==> config.mk <==
export PLATFORM = sky130hd
export DESIGN_NAME = sdt_sequencer
export DESIGN_NICKNAME = d
export VERILOG_FILES = /design/src/rtl/sdt_pkg.sv /design/src/rtl/sdt_pre_detect.sv /design/src/rtl/sdt_stim_drv.sv /design/src/rtl/sdt_reply_ser.sv /design/src/rtl/sdt_sequencer.sv
export SDC_FILE = /design/constraint.sdc
export NUM_CORES = 1
export LEC_CHECK = 0
export ABC_AREA = 1
export BUFFER_PORTS_ARGS = -buffer_cell sky130_fd_sc_hd__buf_2
export CAP_MARGIN = 20
export CORE_MARGIN = 3
export CORE_UTILIZATION = 30
export CTS_BUF_LIST = sky130_fd_sc_hd__clkbuf_8
export CTS_CLUSTER_SIZE = 14
export DETAILED_ROUTE_END_ITERATION = 12
export SLEW_MARGIN = 10
export SYNTH_ARGS = -nofsm -noshare
export SYNTH_HDL_FRONTEND = slang
export SYNTH_HIERARCHICAL = 1
export SYNTH_SLANG_ARGS = --single-unit
==> constraint.sdc <==
create_clock -name clk -period 3.4 [get_ports clk]
set_input_delay 0.68 -clock clk [delete_from_list [all_inputs] [get_ports clk]]
set_output_delay 0.68 -clock clk [all_outputs]
set_load 0.02 [all_outputs]
==> src/rtl/sdt_pkg.sv <==
package sdt_pkg;

    typedef enum logic [1:0] {
        ST_HUNT  = 2'd0,
        ST_DATA  = 2'd1,
        ST_TEST  = 2'd2,
        ST_REPLY = 2'd3
    } seq_state_e;

    typedef enum logic [1:0] {
        PH_SETUP  = 2'd0,
        PH_PULSE  = 2'd1,
        PH_SAMPLE = 2'd2
    } stim_phase_e;

endpackage

==> src/rtl/sdt_pre_detect.sv <==
// Sliding-window start-pattern matcher. The window keeps shifting on a miss,
// so overlapping candidates are never lost. It clears itself on a hit or
// whenever it is disabled.
module sdt_pre_detect #(
    parameter int              PRE_LEN = 4,
    parameter logic [PRE_LEN-1:0] PRE_PAT = 4'b1010
) (
    input  logic clk,
    input  logic rst_n,
    input  logic en,
    input  logic bit_in,
    output logic hit
);
    localparam int FILL_W = (PRE_LEN > 2) ? $clog2(PRE_LEN) : 1;

    typedef struct packed {
        logic [PRE_LEN-1:0] win;
        logic [FILL_W-1:0]  fill;
    } det_t;

    det_t r, n;
    logic [PRE_LEN-1:0] shifted;

    always_comb begin
        n       = r;
        shifted = {r.win[PRE_LEN-2:0], bit_in};
        hit     = en && (r.fill == FILL_W'(PRE_LEN-1)) && (shifted == PRE_PAT);
        if (!en || hit) begin
            n.fill = '0;
            n.win  = '0;
        end else begin
            n.win = shifted;
            if (r.fill != FILL_W'(PRE_LEN-1)) begin
                n.fill = r.fill + FILL_W'(1);
            end
        end
    end

    always_ff @(posedge clk or negedge rst_n) begin
        if (!rst_n) begin
            r <= '0;
        end else begin
            r <= n;
        end
    end

endmodule

==> src/rtl/sdt_stim_drv.sv <==
// Decodes the stimulus pins from the registered sequencing state.
module sdt_stim_drv
    import sdt_pkg::*;
#(
    parameter int DATA_BITS = 4,
    parameter int CNT_W     = 3
) (
    input  logic                 active,
    input  stim_phase_e          phase,
    input  logic [DATA_BITS-1:0] data,
    input  logic [CNT_W-1:0]     idx,
    output logic                 d_out,
    output logic                 clk_out
);
    logic [CNT_W-1:0] sel;

    always_comb begin
        sel     = CNT_W'(DATA_BITS-1) - idx;
        d_out   = active & data[sel];
        clk_out = active && (phase == PH_PULSE);
    end

endmodule

==> src/rtl/sdt_reply_ser.sv <==
// Selects the current reply bit: start pattern, then responses, MSB first.
module sdt_reply_ser #(
    parameter int                 PRE_LEN   = 4,
    parameter logic [PRE_LEN-1:0] PRE_PAT   = 4'b1010,
    parameter int                 DATA_BITS = 4,
    parameter int                 CNT_W     = 3
) (
    input  logic                 active,
    input  logic [CNT_W-1:0]     idx,
    input  logic [DATA_BITS-1:0] resp,
    output logic                 bit_out
);
    localparam int FRAME = PRE_LEN + DATA_BITS;

    logic [FRAME-1:0] frame;
    logic [CNT_W-1:0] sel;

    always_comb begin
        frame   = {PRE_PAT, resp};
        sel     = CNT_W'(FRAME-1) - idx;
        bit_out = active & frame[sel];
    end

endmodule

==> src/rtl/sdt_sequencer.sv <==
module sdt_sequencer
    import sdt_pkg::*;
#(
    parameter int                 PRE_LEN   = 4,
    parameter logic [PRE_LEN-1:0] PRE_PAT   = 4'b1010,
    parameter int                 DATA_BITS = 4
) (
    input  logic clk,
    input  logic rst_n,
    input  logic clk_ok,
    input  logic ser_in,
    input  logic dut_q,
    output logic dut_d,
    output logic dut_clk,
    output logic ser_out
);
    localparam int FRAME = PRE_LEN + DATA_BITS;
    localparam int CNT_W = $clog2(FRAME);

    typedef struct packed {
        seq_state_e           state;
        stim_phase_e          ph;
        logic [CNT_W-1:0]     cnt;
        logic [DATA_BITS-1:0] data;
        logic [DATA_BITS-1:0] resp;
    } seq_t;

    seq_t r, n;
    logic hit;
    logic det_en;
    logic [CNT_W-1:0] bit_sel;

    assign det_en = clk_ok && (r.state == ST_HUNT);

    sdt_pre_detect #(
        .PRE_LEN (PRE_LEN),
        .PRE_PAT (PRE_PAT)
    ) u_detect (
        .clk    (clk),
        .rst_n  (rst_n),
        .en     (det_en),
        .bit_in (ser_in),
        .hit    (hit)
    );

    always_comb begin
        n       = r;
        bit_sel = CNT_W'(DATA_BITS-1) - r.cnt;
        if (!clk_ok) begin
            n.state = ST_HUNT;
            n.ph    = PH_SETUP;
            n.cnt   = '0;
        end else begin
            case (r.state)
                ST_HUNT: begin
                    if (hit) begin
                        n.state = ST_DATA;
                        n.cnt   = '0;
                    end
                end
                ST_DATA: begin
                    n.data = {r.data[DATA_BITS-2:0], ser_in};
                    if (r.cnt == CNT_W'(DATA_BITS-1)) begin
                        n.state = ST_TEST;
                        n.ph    = PH_SETUP;
                        n.cnt   = '0;
                    end else begin
                        n.cnt = r.cnt + CNT_W'(1);
                    end
                end
                ST_TEST: begin
                    case (r.ph)
                        PH_SETUP: n.ph = PH_PULSE;
                        PH_PULSE: n.ph = PH_SAMPLE;
                        default: begin
                            n.resp[bit_sel] = dut_q;
                            n.ph            = PH_SETUP;
                            if (r.cnt == CNT_W'(DATA_BITS-1)) begin
                                n.state = ST_REPLY;
                                n.cnt   = '0;
                            end else begin
                                n.cnt = r.cnt + CNT_W'(1);
                            end
                        end
                    endcase
                end
                default: begin
                    if (r.cnt == CNT_W'(FRAME-1)) begin
                        n.state = ST_HUNT;
                        n.cnt   = '0;
                    end else begin
                        n.cnt = r.cnt + CNT_W'(1);
                    end
                end
            endcase
        end
    end

    always_ff @(posedge clk or negedge rst_n) begin
        if (!rst_n) begin
            r <= '0;
        end else begin
            r <= n;
        end
    end

    sdt_stim_drv #(
        .DATA_BITS (DATA_BITS),
        .CNT_W     (CNT_W)
    ) u_stim (
        .active  (r.state == ST_TEST),
        .phase   (r.ph),
        .data    (r.data),
        .idx     (r.cnt),
        .d_out   (dut_d),
        .clk_out (dut_clk)
    );

    sdt_reply_ser #(
        .PRE_LEN   (PRE_LEN),
        .PRE_PAT   (PRE_PAT),
        .DATA_BITS (DATA_BITS),
        .CNT_W     (CNT_W)
    ) u_reply (
        .active  (r.state == ST_REPLY),
        .idx     (r.cnt),
        .resp    (r.resp),
        .bit_out (ser_out)
    );

endmodule

======== After elaboration in Yosys (flattened, before gate mapping) ========
Index checks and enable logic that the tools add are counted.
storage, ports and cells
  bits in registers ....................... 20
cells by class
  $add $sub $neg .......................... 4
  reduce and logical (&&, ||, !) cells .... 16
  magnitude comparators ................... 3
  multiplexer cells ....................... 23
  bitwise gates (word level) .............. 3
  eq/ne operators ......................... 15
operator list
  operator               number
  $mux W3                4
  $ne A3 B3 Y1 const B   4
  $mux W2                5
  $pmux W3 S3            1
  $pmux W2 S2            2
  $mux W7                1
  $eq A2 B2 Y1 const B   3
  $pmux W2 S3            1
  $reduce_and A2 Y1      3
  $logic_and A1 B1 Y1    5
  $mux W5                1
  $ne A5 B1 Y1 const B   1
  $reduce_and A5 Y1      1
  $bwmux W4              1
  $eq A2 B1 Y1 const B   2
  $eq A4 B4 Y1 const B   1
  $logic_not A2 Y1       2
  $lt A3 B4 Y1 const B   1
  $mux W4                1
  $add A3 B1 Y3 const B  1
  $bmux W1 S3            1
  $eq A3 B2 Y1 const B   1
  $eq A3 B3 Y1 const B   1
  $ge A3 B1 Y1 const B   1
  other kinds (16)       19

======== Logic depth before layout (Yosys ltp) ========
  word-level depth ........................ 7
  mapped depth ............................ 13

======== By module ========
The synthesis kept the hierarchy.
by module, submodules not included
  module          sequential area each (µm²)  area an instance (µm²)  cells each  times used
  sdt_sequencer   375.4                       865.8                   102         1
  sdt_pre_detect  125.1                       229.0                   25          1
  sdt_reply_ser   0.0                         68.8                    15          1
  sdt_stim_drv    0.0                         63.8                    16          1

======== Least setup slack after synthesis ========
No wires, ideal clock.
  path type ............................... flip-flop to output port
  start ................................... reg, netlist name r[13]
  end ..................................... out dut_d
  cell stages (with the launch flop) ...... 5
  path slack .............................. 1659 ps
  buffers on the path ..................... 0
  arrival time ............................ 1061 ps
  path through ............................ dfrtp_1 -> inv_1 -> ha_1 -> inv_1 -> a21oi_1
RTL lines
  what           line                 source
  end, declared  sdt_sequencer.sv:13  output logic dut_d,

==> metrics.json <==
{
  "status": {
    "status": "finished, final reports clean"
  },
  "worst_setup_path": {
    "setup.worst_path.start_class": "flop",
    "worst-path-buf-inv": 3,
    "critical_path.cell_chain": "inv_1 -> ha_1 -> inv_1 -> a21oi_1 -> buf_2",
    "cp.arrival_ps": 1450,
    "timing.critical_path.required_ps": 2720,
    "critical_path.top_delay_family": "flip-flops",
    "critPathSlowestCell": "sky130_fd_sc_hd__dfrtp_1",
    "critical_path.most_common_cell": "sky130_fd_sc_hd__inv_1",
    "r2r_start": "r[13]",
    "critical_path_peak_fanout": 4,
    "worstReg2RegEnd": "r[13]",
    "rrSetupSlack_ps": 1630,
    "crit_path_class": "flop to primary output",
    "worstSetupPathDepth": 5,
    "rr_worst_depth": 13,
    "max_stage_delay_ps": 420,
    "critical_path_startpoint": "r[13]",
    "setup.worst_path.end_class": "primary output"
  },
  "drt": {
    "routedLengthMet1_um": 1230,
    "routed_wl_um": 2320,
    "drt.antenna.violating_nets": 0,
    "average_via_count_per_standard_cell": 4.45,
    "remaining_drc_errors": 0,
    "detail_route.first_pass.iterations": 4,
    "initialDrtViolationCount": 58,
    "detailed_routed_wire_length_on_met2_um": 983,
    "met3_length_um": 76,
    "route.top_layer_used": "met4",
    "routed-via-count": 966,
    "avgRoutedWirePerCell_um": 10.7
  },
  "global_routing": {
    "grt_pass1_vias": 858,
    "total_congestion_overflow": 0,
    "grt_antenna_before_repair": 0,
    "first_pass_grt_wire_length_um": 3910,
    "grt_start_max_net_pins": 21,
    "grt_overall_usage_pct": 9.84
  },
  "hold_path": {
    "hold_path.class": "input pin to async pin"
  },
  "sta": {
    "timing.clock.skew_ps": 5.59,
    "max_slew.worst_pin.slew_ps": 457,
    "final_min_period_over_clock_period_pct": 62.7,
    "period_needed_ps": 2130,
    "fin_tns_setup_ps": 0,
    "achievable-frequency_ghz": 0.469,
    "setup_repair_after_global_routing_missed_its_margin": "false",
    "report.final.slew_viol_count": 0,
    "finalHoldViolCount": 0,
    "post-route-worst-setup-slack_ps": 1270,
    "setup-violations-final": 0,
    "timing.hold.ws_ps": 357,
    "maxSlewHeadroom_pct": 69.5
  },
  "layout": {
    "antenna_cells": 0,
    "layout.nets": 186,
    "synthToLayoutAreaGrowth_pct": 13.6,
    "drive_gt1_share_pct": 16.0,
    "finish.cell_count_without_fillers": 217,
    "finish.utilization_pct": 36.7
  },
  "synthesis": {
    "netlist_top_cells_count": "41 x sky130_fd_sc_hd__nand2_1, 29 x sky130_fd_sc_hd__inv_1, 20 x sky130_fd_sc_hd__dfrtp_1, 11 x sky130_fd_sc_hd__ha_1, 11 x sky130_fd_sc_hd__nor2_1",
    "yosysTopAreaCellShare_pct": 40.8,
    "synth.area.top_cells": "sky130_fd_sc_hd__dfrtp_1 41%, sky130_fd_sc_hd__nand2_1 13%, sky130_fd_sc_hd__ha_1 11%, sky130_fd_sc_hd__inv_1 8.9%, sky130_fd_sc_hd__o21ai_1 3.7%",
    "synthesis.area_mm2": 0.00123,
    "synth_seq_cells": 20,
    "number_of_nets_in_the_synthesized_netlist": 174,
    "synth_top_flop_cell": "sky130_fd_sc_hd__dfrtp_1",
    "synthMostInstantiatedCell": "sky130_fd_sc_hd__nand2_1",
    "synth_area_per_cell_um2": 7.77,
    "postSynthCellCount": 158,
    "synth_sequential_area_ratio_pct": 40.8,
    "synth_top_area_cell": "sky130_fd_sc_hd__dfrtp_1",
    "async_s_r_ff_share_synth_pct": 100,
    "synth_edf_count": 0,
    "yosys_warnings": 6,
    "synth_cell_types": 19
  },
  "clock_tree": {
    "clkSinkCount": 20,
    "clk_pin_slew_ps": 80,
    "clkLatencyLatePin_ps": 260,
    "cts_hold_buf": 0,
    "htree_num_levels": 1,
    "number_of_cts_inserted_buffers": 3,
    "clockRootBuffer": "sky130_fd_sc_hd__clkbuf_8",
    "tritoncts_clock_tree": "done",
    "max-clock-path-buffers": 2,
    "cts_setup_buffers": 0,
    "cts_resized": 0
  },
  "floorplanning": {
    "boundaryPins": 8,
    "core_region_area_mm2": 0.00380,
    "die_y_um": 70.0,
    "dieWidth_um": 70.0,
    "initial_utilization_pct": 32.3,
    "row_count": 22,
    "fp.dieArea_mm2": 0.00490
  },
  "place": {
    "place_congestion": 0.755,
    "dp_hpwl_um": 1750,
    "portBuffers": 7,
    "placed_cells": 213,
    "preCtsSetupSlack_ps": 1490
  },
  "pwr": {
    "clkPwrFrac_pct": 25.3,
    "ir_drop_v": 0.000351,
    "switching_power_uw": 366,
    "share_seq_of_total_power_pct": 37.4,
    "pwr-share-comb_pct": 37.3,
    "switching_share_pct": 38.7,
    "cellInternalPower_uw": 581,
    "p_leak_nw": 0.713,
    "power.density_cell_area_mw_per_mm2": 680
  },
  "flow_run": {
    "cap_viol_max_count": 0
  }
}
state kept, by name, indices dropped and copies added (netlist names):
register and flops:
r 15, u_detect/r 5
power by group through the flow:
stage               Sequential [mW]  Clock [mW]  Combinational (mW)
finish                        0.355       0.240               0.353
floorplan                     0.342           0               0.281
CTS                           0.355       0.245               0.356
global placement              0.357           0               0.347
detailed placement            0.359           0               0.354
global route                  0.364       0.255               0.402
cells by family after synthesis:
| kind of cell | synth area share, % |
|---|---|
| simple gates | 30.2 |
| xor+xnor | 0.714 |
| buf+inv | 9.79 |
| compound gates | 7.34 |
| fa+ha+maj | 11.2 |
| flops | 40.8 |
layer usage:
metal  vias up  track usage [%]
li1        509                -
met1       433             13.9
met2        19             14.7
met3         5             2.30
met4         0             3.19
met5         -                0
cell usage in the layout (no fill, tap or decap):
master and n:
sky130_fd_sc_hd__nand2_1 41, sky130_fd_sc_hd__inv_1 29, sky130_fd_sc_hd__dfrtp_1 20, sky130_fd_sc_hd__nor2_1 11, sky130_fd_sc_hd__ha_1 11, sky130_fd_sc_hd__o21ai_1 9, sky130_fd_sc_hd__nand3_1 8, sky130_fd_sc_hd__buf_2 7
sky130_fd_sc_hd__nand2_2 4, sky130_fd_sc_hd__nor2_4 3, sky130_fd_sc_hd__nor2_2 3, sky130_fd_sc_hd__a21oi_1 3, sky130_fd_sc_hd__inv_2 3, sky130_fd_sc_hd__nand3_2 3, sky130_fd_sc_hd__o21ai_0 3, sky130_fd_sc_hd__clkbuf_8 3
sky130_fd_sc_hd__nand4_1 2, sky130_fd_sc_hd__nand3b_1 2, sky130_fd_sc_hd__o211ai_1 1, sky130_fd_sc_hd__bufinv_16 1, sky130_fd_sc_hd__a21boi_0 1, sky130_fd_sc_hd__xor2_1 1
layout make-up:
type,instances,area [um2]
Inverter,32,120
Clock buffer,3,41.3
Fill cell,401,2400
Tap cell,48,60.1
Timing Repair Buffer,7,35.0
Multi-Input combinational cell,106,607
Clock inverter,1,30.0
Sequential cell,20,500
how the worst max path moves through the flow:
stage | slack (ps) | endpoint
floorplan | 1660 | dut_d
global placement | 1530 | r[13]
detailed placement | 1490 | r[13]
CTS | 1260 | dut_d
global route | 1200 | dut_d
finish | 1270 | dut_d
stage by stage:
stage	area [um2]	power [mW]
5_1_grt	1390	1.02
3_3_place_gp	1320	0.704
2_1_floorplan	1230	0.623
4_1_cts	1390	0.956
3_5_place_dp	1320	0.712
6_report	1390	0.947
(Power assumes the default switching activity.)
